**src/rtl/cfg_seq_pkg.sv**
```systemverilog
package cfg_seq_pkg;

  typedef enum logic [2:0] {
    ST_IDLE,
    ST_ADDR,
    ST_RD,
    ST_CAP,
    ST_WR,
    ST_WAIT,
    ST_CLR
  } seq_state_t;

  typedef enum logic [1:0] {
    SZ_BYTE  = 2'b00,
    SZ_HALF  = 2'b01,
    SZ_WORD  = 2'b10,
    SZ_WORD3 = 2'b11
  } acc_size_t;

  localparam int CW_TYPE_BIT = 0;
  localparam int CW_REG_LSB  = 2;
  localparam int CW_FUNC_LSB = 8;
  localparam int CW_DEV_LSB  = 11;
  localparam int CW_USE_BIT  = 30;
  localparam int CW_SEL_BIT  = 31;

  localparam logic STAT_OK        = 1'b0;
  localparam logic STAT_NOT_FOUND = 1'b1;

endpackage

```
**src/rtl/cfg_req_decode.sv**
```systemverilog
module cfg_req_decode
  import cfg_seq_pkg::*;
#(
  parameter int          SLOT_W      = 5,
  parameter int          FUNC_W      = 3,
  parameter int          REG_W       = 6,
  parameter int          HOST_SLOT_W = 8,
  parameter int          HOST_FUNC_W = 8,
  parameter int          HOST_REG_W  = 8,
  parameter int unsigned RSV_SLOT    = 20
) (
  input  logic [HOST_SLOT_W-1:0] in_slot,
  input  logic [HOST_FUNC_W-1:0] in_func,
  input  logic [HOST_REG_W-1:0]  in_reg,
  input  logic                   in_type1,
  output logic                   acc_ok,
  output logic [31:0]            ctl_word
);

  localparam int unsigned SLOT_MAX = (1 << SLOT_W) - 1;
  localparam int unsigned FUNC_MAX = (1 << FUNC_W) - 1;
  localparam int unsigned REG_MAX  = (1 << REG_W) - 1;

  logic range_ok;
  logic rsv_hit;

  assign range_ok = (in_slot <= HOST_SLOT_W'(SLOT_MAX)) &&
                    (in_func <= HOST_FUNC_W'(FUNC_MAX)) &&
                    (in_reg  <= HOST_REG_W'(REG_MAX));
  assign rsv_hit  = !in_type1 && (in_slot == HOST_SLOT_W'(RSV_SLOT));
  assign acc_ok   = range_ok && !rsv_hit;

  always_comb begin
    ctl_word                            = '0;
    ctl_word[CW_REG_LSB  +: REG_W]      = in_reg[REG_W-1:0];
    ctl_word[CW_FUNC_LSB +: FUNC_W]     = in_func[FUNC_W-1:0];
    ctl_word[CW_DEV_LSB  +: SLOT_W]     = in_slot[SLOT_W-1:0];
    ctl_word[CW_TYPE_BIT]               = in_type1;
    ctl_word[CW_USE_BIT]                = 1'b1;
    ctl_word[CW_SEL_BIT]                = 1'b1;
  end

endmodule

```
**src/rtl/cfg_lane_align.sv**
```systemverilog
module cfg_lane_align
  import cfg_seq_pkg::*;
#(
  parameter int DW = 32
) (
  input  logic [DW-1:0] dword,
  input  logic [DW-1:0] wval,
  input  logic [1:0]    off,
  input  acc_size_t     size,
  output logic [DW-1:0] rd_ext,
  output logic [DW-1:0] wr_merged
);

  localparam int SH_W = $clog2(DW);

  logic [DW-1:0]   lane_mask;
  logic [DW-1:0]   pos_mask;
  logic [SH_W-1:0] eff_sh;

  always_comb begin
    case (size)
      SZ_BYTE: begin
        lane_mask = DW'(32'h0000_00FF);
        eff_sh    = SH_W'({off, 3'b000});
      end
      SZ_HALF: begin
        lane_mask = DW'(32'h0000_FFFF);
        eff_sh    = SH_W'({off, 3'b000});
      end
      default: begin
        lane_mask = '1;
        eff_sh    = '0;
      end
    endcase
  end

  assign pos_mask  = lane_mask << eff_sh;
  assign rd_ext    = (dword >> eff_sh) & lane_mask;
  assign wr_merged = (dword & ~pos_mask) | ((wval & lane_mask) << eff_sh);

endmodule

```
**src/rtl/cfg_wait_timer.sv**
```systemverilog
module cfg_wait_timer #(
  parameter int unsigned CYCLES = 62500
) (
  input  logic clk,
  input  logic rst_n,
  input  logic start,
  output logic done
);

  localparam int unsigned CNT_W = $clog2(CYCLES + 1);
  localparam logic [CNT_W-1:0] LOAD = CNT_W'(CYCLES - 1);

  logic [CNT_W-1:0] cnt_q, cnt_d;
  logic             run_q, run_d;

  assign done = run_q && (cnt_q == '0);

  always_comb begin
    cnt_d = cnt_q;
    run_d = run_q;
    if (start) begin
      cnt_d = LOAD;
      run_d = 1'b1;
    end else if (run_q) begin
      if (cnt_q == '0) run_d = 1'b0;
      else             cnt_d = cnt_q - 1'b1;
    end
  end

  always_ff @(posedge clk or negedge rst_n) begin
    if (!rst_n) begin
      cnt_q <= '0;
      run_q <= 1'b0;
    end else begin
      cnt_q <= cnt_d;
      run_q <= run_d;
    end
  end

  AST_TIMER_START_IDLE: assert property (@(posedge clk) disable iff (!rst_n)
    start |-> !run_q);

endmodule

```
**src/rtl/cfg_cycle_seq.sv**
```systemverilog
module cfg_cycle_seq
  import cfg_seq_pkg::*;
#(
  parameter int unsigned CLK_HZ      = 125_000_000,
  parameter int unsigned WAIT_US     = 500,
  parameter int          SLOT_W      = 5,
  parameter int          FUNC_W      = 3,
  parameter int          REG_W       = 6,
  parameter int          HOST_SLOT_W = 8,
  parameter int          HOST_FUNC_W = 8,
  parameter int          WHERE_W     = 10,
  parameter int unsigned RSV_SLOT    = 20
) (
  input  logic                   clk,
  input  logic                   rst_n,
  input  logic                   req_valid,
  input  logic                   req_write,
  input  logic                   req_type1,
  input  logic [HOST_SLOT_W-1:0] req_slot,
  input  logic [HOST_FUNC_W-1:0] req_func,
  input  logic [WHERE_W-1:0]     req_where,
  input  logic [1:0]             req_size,
  input  logic [31:0]            req_wdata,
  output logic                   busy,
  output logic                   resp_valid,
  output logic                   resp_status,
  output logic [31:0]            resp_rdata,
  output logic                   ctl_wr_en,
  output logic [31:0]            ctl_wr_data,
  output logic                   win_rd_en,
  input  logic [31:0]            win_rd_data,
  output logic                   win_wr_en,
  output logic [31:0]            win_wr_data
);

  localparam int          HOST_REG_W = WHERE_W - 2;
  localparam int unsigned WAIT_RAW   = (CLK_HZ / 1000) * WAIT_US / 1000;
  localparam int unsigned WAIT_CYC   = (WAIT_RAW < 1) ? 1 : WAIT_RAW;

  // reset: asserted asynchronously, released on a clock edge
  logic [1:0] rst_sync_q;
  logic       arst_n;

  always_ff @(posedge clk or negedge rst_n) begin
    if (!rst_n) rst_sync_q <= 2'b00;
    else        rst_sync_q <= {rst_sync_q[0], 1'b1};
  end
  assign arst_n = rst_sync_q[1];

  seq_state_t  state_q, state_d;
  logic        wr_q;
  logic [1:0]  off_q;
  acc_size_t   size_q;
  logic [31:0] wdata_q;
  logic [31:0] ctl_q;
  logic [31:0] dw_q;
  logic        resp_valid_q, resp_valid_d;
  logic        resp_status_q, resp_status_d;
  logic [31:0] resp_rdata_q, resp_rdata_d;

  logic        acc_ok;
  logic [31:0] ctl_word;
  logic [31:0] rd_ext;
  logic [31:0] wr_merged;
  logic        wait_done;
  logic        idle;
  logic        ld_req;
  logic        reject;
  logic        cap_en;

  cfg_req_decode #(
    .SLOT_W     (SLOT_W),
    .FUNC_W     (FUNC_W),
    .REG_W      (REG_W),
    .HOST_SLOT_W(HOST_SLOT_W),
    .HOST_FUNC_W(HOST_FUNC_W),
    .HOST_REG_W (HOST_REG_W),
    .RSV_SLOT   (RSV_SLOT)
  ) u_decode (
    .in_slot (req_slot),
    .in_func (req_func),
    .in_reg  (req_where[WHERE_W-1:2]),
    .in_type1(req_type1),
    .acc_ok  (acc_ok),
    .ctl_word(ctl_word)
  );

  cfg_lane_align #(.DW(32)) u_align (
    .dword    (dw_q),
    .wval     (wdata_q),
    .off      (off_q),
    .size     (size_q),
    .rd_ext   (rd_ext),
    .wr_merged(wr_merged)
  );

  cfg_wait_timer #(.CYCLES(WAIT_CYC)) u_timer (
    .clk  (clk),
    .rst_n(arst_n),
    .start(state_q == ST_WR),
    .done (wait_done)
  );

  assign idle   = (state_q == ST_IDLE);
  assign ld_req = req_valid && idle && acc_ok;
  assign reject = req_valid && idle && !acc_ok;
  assign cap_en = (state_q == ST_CAP);

  always_comb begin
    state_d = state_q;
    case (state_q)
      ST_IDLE: if (ld_req) state_d = ST_ADDR;
      ST_ADDR: state_d = ST_RD;
      ST_RD:   state_d = ST_CAP;
      ST_CAP:  state_d = wr_q ? ST_WR : ST_CLR;
      ST_WR:   state_d = ST_WAIT;
      ST_WAIT: if (wait_done) state_d = ST_CLR;
      ST_CLR:  state_d = ST_IDLE;
      default: state_d = ST_IDLE;
    endcase
  end

  always_comb begin
    resp_valid_d  = reject || (state_q == ST_CLR);
    resp_status_d = reject ? STAT_NOT_FOUND : STAT_OK;
    resp_rdata_d  = ((state_q == ST_CLR) && !wr_q) ? rd_ext : '0;
  end

  always_ff @(posedge clk or negedge arst_n) begin
    if (!arst_n) begin
      state_q       <= ST_IDLE;
      resp_valid_q  <= 1'b0;
      resp_status_q <= STAT_OK;
      resp_rdata_q  <= '0;
    end else begin
      state_q       <= state_d;
      resp_valid_q  <= resp_valid_d;
      resp_status_q <= resp_status_d;
      resp_rdata_q  <= resp_rdata_d;
    end
  end

  always_ff @(posedge clk or negedge arst_n) begin
    if (!arst_n) begin
      wr_q    <= 1'b0;
      off_q   <= '0;
      size_q  <= SZ_WORD;
      wdata_q <= '0;
      ctl_q   <= '0;
    end else if (ld_req) begin
      wr_q    <= req_write;
      off_q   <= req_where[1:0];
      size_q  <= acc_size_t'(req_size);
      wdata_q <= req_wdata;
      ctl_q   <= ctl_word;
    end
  end

  always_ff @(posedge clk or negedge arst_n) begin
    if (!arst_n)     dw_q <= '0;
    else if (cap_en) dw_q <= win_rd_data;
  end

  assign busy        = !idle;
  assign resp_valid  = resp_valid_q;
  assign resp_status = resp_status_q;
  assign resp_rdata  = resp_rdata_q;
  assign ctl_wr_en   = (state_q == ST_ADDR) || (state_q == ST_CLR);
  assign ctl_wr_data = (state_q == ST_ADDR) ? ctl_q : '0;
  assign win_rd_en   = (state_q == ST_RD);
  assign win_wr_en   = (state_q == ST_WR);
  assign win_wr_data = wr_merged;

  AST_REJECT_QUIET: assert property (@(posedge clk) disable iff (!arst_n)
    (req_valid && idle && !acc_ok) |=> (resp_valid && resp_status && !busy));
  AST_CTL_FLAGS: assert property (@(posedge clk) disable iff (!arst_n)
    (ctl_wr_en && (ctl_wr_data != '0)) |-> (ctl_wr_data[CW_USE_BIT] && ctl_wr_data[CW_SEL_BIT]));
  AST_CAP_AFTER_READ: assert property (@(posedge clk) disable iff (!arst_n)
    (state_q == ST_CAP) |-> $past(win_rd_en));
  AST_CLEAR_BEFORE_RESP: assert property (@(posedge clk) disable iff (!arst_n)
    (resp_valid && !resp_status) |-> $past(ctl_wr_en && (ctl_wr_data == '0)));
  AST_WB_ONLY_WRITE: assert property (@(posedge clk) disable iff (!arst_n)
    win_wr_en |-> wr_q);
  AST_BUSY_NO_REFUSE: assert property (@(posedge clk) disable iff (!arst_n)
    busy |=> !(resp_valid && resp_status));

endmodule

```
**config.mk**
```make
export PLATFORM = sky130hd
export DESIGN_NAME = cfg_cycle_seq
export DESIGN_NICKNAME = d
export VERILOG_FILES = /design/src/rtl/cfg_seq_pkg.sv /design/src/rtl/cfg_req_decode.sv /design/src/rtl/cfg_lane_align.sv /design/src/rtl/cfg_wait_timer.sv /design/src/rtl/cfg_cycle_seq.sv
export SDC_FILE = /design/constraint.sdc
export NUM_CORES = 1
export LEC_CHECK = 0
export CORE_MARGIN = 2
export CORE_UTILIZATION = 43
export DETAILED_ROUTE_END_ITERATION = 12
export HOLD_SLACK_MARGIN = 0.03
export MAX_ROUTING_LAYER = met4
export PLACE_DENSITY_LB_ADDON = 0.2
export SKIP_LAST_GASP = 1
export SYNTH_ARGS = -nofsm -noshare
export SYNTH_HDL_FRONTEND = slang
export SYNTH_SLANG_ARGS = --single-unit
```
**constraint.sdc**
```tcl
create_clock -name clk -period 4.1 [get_ports clk]
set_clock_uncertainty 0.2 [all_clocks]
set_input_delay 0.82 -clock clk [delete_from_list [all_inputs] [get_ports clk]]
set_output_delay 0.82 -clock clk [all_outputs]
set_load 0.02 [all_outputs]
```
* Word-level counts from Yosys, hierarchy flattened
Index checks and enable logic that the tools add are counted.
** Cells by class
- Add/sub/neg operators :: 1
- Multiply operators :: 0
- Divide/modulo/power cells :: 0
- Order comparisons :: 3
- Equal/unequal tests :: 11
- Shift operators :: 3
- Muxes and demuxes :: 15
- Bitwise gates (word level) :: 5
- Reductions and logical operators :: 23
** Operator list (count)
- $and A32 B32 Y32 :: 3
- $mux W32 :: 2
- $pmux W32 S2 :: 1
- $shl A32 B5 Y32 :: 2
- $mux W16 :: 3
- $not A32 Y32 :: 1
- $or A32 B32 Y32 :: 1
- $shr A32 B5 Y32 :: 1
- $pmux W3 S6 :: 1
- $logic_not A16 Y1 :: 1
- $sub A16 B1 Y16 const B :: 1
- $eq A3 B3 Y1 const B :: 3
- $logic_and A1 B1 Y1 :: 9
- $eq A8 B5 Y1 const B :: 1
- $le A8 B3 Y1 const B :: 1
- $le A8 B5 Y1 const B :: 1
- $le A8 B6 Y1 const B :: 1
- $eq A3 B2 Y1 const B :: 2
- $mux W3 :: 2
- $logic_not A1 Y1 :: 5
- $mux W5 :: 1
- $mux W1 :: 4
- $ne A2 B1 Y1 const B :: 2
- $reduce_and A2 Y1 :: 2
- 9 further kinds :: 10
** Word-level totals
- Register bits :: 141
- Bits in latches :: 0
- Bits in writable memories :: 0
- Memory bits (read-only) :: 0
- Bits of input ports :: 97
- Output and inout bits :: 102
- Memories :: 0

* Longest topological paths before layout
- Depth in word-level cells :: 7
- Depth in mapped cells :: 7
- Gate-level depth less buffers :: 6

* Hierarchy
From an unflattened synthesis, not the netlist that was laid out.
** Second synthesis, totals
- Cells, all modules :: 671
- Area total of the unflattened synthesis :: 7947.6 µm²
** By module, submodules not included
- cfg_cycle_seq :: instances 1, cells an instance 351, area each 5341.4 µm²
- cfg_lane_align :: instances 1, cells an instance 171, area each 1277.5 µm²
- cfg_wait_timer :: instances 1, cells an instance 109, area each 1034.7 µm²
- cfg_req_decode :: instances 1, cells an instance 40, area each 294.0 µm²

* Worst setup path after synthesis
Ideal clock, no wire load.
- Kind :: flip-flop to output port
- Start point :: register size_q[1]
- End point :: output win_wr_data[6]
- Arrival :: 1.936 ns
- Required time :: 3.080 ns
- Path slack :: 1.144 ns
- Cell stages (with the launch flop) :: 7
- Buffers on the path :: 3
- Cell sequence :: dfstp_2 buf_2 nor2b_1 clkbuf_1 nor2_1 buf_2 mux2_2
** On the way
- Word-level cells in the longest chain between the ends :: 7
- Elaborated cells between the ends (all ways) :: 11
- Classes of those cells :: 1 x eq/ne; 2 x shift; 2 x mux; 4 x bitwise; 2 x reduce/logical
** Ends and longest elaborated chain
- start: declaration :: line cfg_cycle_seq.sv:53 : acc_size_t size_q;
- start signal: assignment :: line cfg_cycle_seq.sv:153 : size_q <= acc_size_t'(req_size);
- $eq A2 B1 Y1 / $logic_not A2 Y1 (equally long branches) :: line cfg_lane_align.sv:21 : case (size)
- $reduce_or A2 Y1 (no line)
- $mux W5 :: line cfg_lane_align.sv:21
- $shl A32 B5 Y32 :: line cfg_lane_align.sv:37 : assign pos_mask = lane_mask << eff_sh;
- $not A32 Y32 :: line cfg_lane_align.sv:39 : assign wr_merged = (dword & ~pos_mask) | ((wval & lane_mask) << eff_sh);
- $and A32 B32 Y32 :: line cfg_lane_align.sv:39
- $or A32 B32 Y32 (*) :: line cfg_lane_align.sv:39
- end: declaration :: line cfg_cycle_seq.sv:33 : output logic [31:0] win_wr_data
Every way passes the cells marked *; elsewhere a longest branch is shown, timed or not.

* Worst setup path in the final report
- Start point :: register size_q[1]
- End point :: output win_wr_data[18]
Same word-level chain as after synthesis.

==> impl_results.md <==
* Proportion of layout cells with a drive suffix above 1 at around a fifth
* Final setup margin at 0.270 ns
* Post-synth EDFFs at 0
* H-Tree Depth at 4
* Seq/Total Area, Yosys at between 50% and 60%
* Sw Pwr at 0.672 mW
* Main combinational cell family by area after synthesis: multiplexers
* Number of post-CTS setup repair buffers at 0
* Grt total ovfl at 0
* Mux cell area share after synthesis at a little under a fifth
* Top-count cell post-synth: dfrtp_1
* Clk_lat worst skew at 0.42 ns
* Synthesized instance count at roughly 560
* Final Critical Period at roughly 3.8 ns
* Synth top cells by count: dfrtp_1, mux2_2, and3_1
* Clock sink total at roughly 140
* Post-DP HPWL at 13,400 microns
* Vias in the first global route at roughly 5,200
* Status: completed
* Routed len/inst at 19.6 microns
* Int Pwr at 2.47 mW
* Fin nets at ~840
* CTS Buf Count at 17
* Hold buffers post-CTS at 0
* Synth Flop Type: dfrtp_1
* PD cells at between 300 and 400 nW/um^2
* Setup TNS at 0 ns
* Req. time, crit path at approximately 3 ns
* Yosys warnings at 0
* Io pins at approximately 200
* Synth top area share at 52.7%
* Worst r2r path cells at 5
* Area growth syn-to-layout at 37.7%
* Design Power at 3.14 mW
* XOR/XNOR Fraction of Synth Area at 0%
* Unrepaired setup endpoints after global routing: false
* Crit Path Class: reg2out
* Hold Path Depth at 0
* Synth Area in Simple Gates at between 10% and 20%
* Initial Util at 43.9%
* CTS Buffer Depth at 2
* Buffers on Ports at between 150 and 200
* Clk root buf: clkbuf_16
* Crit end category: output pin
* Vias at roughly 5,300
* Largest net degree at the start of global routing at 76
* Worst VDD drop at slightly below 0.3 mV
* Routability cong. at 0.885
* DRC at 0
* Chip Width at 128 microns
* # diodes at 0
* Final Hold Vio Count at 0
* Pleak at around 4.2 nW
* First-pass GRT wire length at ~28,000 microns
* TritonCTS clock tree: built
* Initial antenna violation count at 0
* Mean Syn Cell Area at between 10 and 15 sq um
* Final Setup Violations at 0
* DIE HEIGHT at approximately 130 microns
* Die Footprint at around 16,000 sq um
* Slew @ Worst Pin at between 0.8 and 0.9 ns
* Max-Cap Viols at 0
* Initial DRC count at 416
* Number of library cell types mapped by synthesis at 48
* Fin crit share at just over 90%
* Via/cell ratio at ~5.6
* Async S/R FF share, synth at between 90% and 100%
* Post-DRT Antenna Nets at 0
* Synthesized area at between 6000 and 7000 sq um
* CP arrival at 2.81 ns
* Area leader, netlist: dfrtp_1
* Max-slew violations at 0
* Fmax at about 0.26 GHz
* Adder-Cell Fraction of Synth Area at less than 1%
* Reg power frac at between 40% and 50%
* Post-cts repair resize count at 0
* Total track usage at 23.6%
* Drt pass-1 iters at 5
* Clk pwr share at between 40% and 50%
* Type of the most critical hold path: reg2reg
* WL final at ~18,000 microns
* Synth Register Bits at 141
* Worst relative slew slack at 41.5%
* # rows at 45
* Sw frac at a little over a fifth
* Critical Path Start Type: flop
* Max FO, Critical Path at 21
* Core Region at around 15,000 sq um
* Synth Area in Compound Gates at a little over a tenth
* Area contributors post-synth: dfrtp_1, mux2_2, and3_1
* Post-layout util at between 60% and 70%
* Place WS at about 0.75 ns
* Worst-path clk slew at roughly 0.06 ns
* Combinational share of power at between 6 and 7%
[critical path, stage by stage (launching register included)]
cell and delay (ns):
dfstp_2 0.46, nor2b_1 0.63, and2_1 0.45, a221o_1 0.23
clkdlybuf4s50_1 0.62
[registers in the layout (all words and copies together), names as in the netlist, 2 cells and up]
| name | flops |
|---|---|
| resp_rdata | 32 |
| rst_sync_q | 2 |
| u_timer.cnt_q | 16 |
| dw_q | 32 |
| size_q | 2 |
| ctl_q | 16 |
| wdata_q | 32 |
| state_q | 3 |
| off_q | 2 |
[cell families (layout without fill, tap and decap cells)]
logic type               Yosys count  in the layout
other                              2             16
flip-flops                       141            141
adder cells (fa/ha/maj)            2              2
multiplexers                     103            103
AO/OA/AOI/OAI                    104            104
buffers and inverters             59            235
AND/OR/NAND/NOR                  148            148
[per-stage QoR]
step | hold slack, ns | std cells | area, sq um
2_1_floorplan | 0.131 | 573 | 6700
3_3_place_gp | 0.137 | 905 | 8580
3_5_place_dp | 0.135 | 905 | 8580
4_1_cts | 0.154 | 937 | 9160
5_1_grt | 0.168 | 937 | 9160
6_report | 0.156 | 937 | 9160
[routing by layer]
layer,GRT usage (%),wire (microns),vias to the layer above
met5,-,0,-
met4,7.24,316,0
met3,6.49,1580,23
met2,36.6,8980,243
met1,30.5,7480,2653
li1,-,-,2371
[final timing paths]
check / endpoint / startpoint / slack (ns)
worst min-delay path: rst_sync_q[1] / rst_sync_q[0] / 0.16
worst max-delay path: win_wr_data[18] / size_q[1] / 0.27
worst max register to register: wdata_q[7] / state_q[0] / 1.29
min in group asynchronous: wdata_q[3] / rst_sync_q[1] / 0.25
max in group asynchronous: resp_rdata[8] / rst_sync_q[1] / 2.56
worst min register to register: rst_sync_q[1] / rst_sync_q[0] / 0.16
[power by group through the flow]
stage | combinational (mW) | sequential (mW) | clock [mW]
5_1_grt | 0.222 | 1.45 | 1.58
6_report | 0.208 | 1.45 | 1.48
3_5_place_dp | 0.208 | 1.47 | 0
2_1_floorplan | 0.0766 | 1.47 | 0
4_1_cts | 0.209 | 1.45 | 1.51
3_3_place_gp | 0.205 | 1.47 | 0
[area by class of cell]
cell class	instances	area (sq um)
Clock buffer	27	523
Clock inverter	5	53.8
Fill cell	1235	5990
Inverter	8	30.0
Multi-Input combinational cell	373	2850
Sequential cell	141	3530
Tap cell	188	235
Timing Repair Buffer	195	1930
[cell usage in the layout, fill, tap and decap left out, types with 2 or more instances in the layout]
cell type,count
clkdlybuf4s50_1,183
dfrtp_1,139
mux2_2,85
and3_1,38
nand2_1,36
o21ai_0,33
a22oi_1,24
nor2_1,18
clkbuf_16,17
conb_1,16
a21oi_1,11
buf_4,11
and2_1,10
a221o_1,8
a2bb2oi_1,8
mux4_2,8
a31oi_1,8
inv_1,7
mux2_1,7
nor2b_1,6
nand3_1,6
nor4_1,6
and4_1,6
clkbuf_8,6
o31ai_1,4
clkbuf_1,4
nand2b_1,3
or4_1,3
nor3_1,3
mux2i_1,3
clkinv_2,3
or3b_2,2
or2_2,2
o21ai_1,2
nand4_1,2
or3_1,2
ha_1,2
Note: power is estimated with default switching activity, not from simulation.
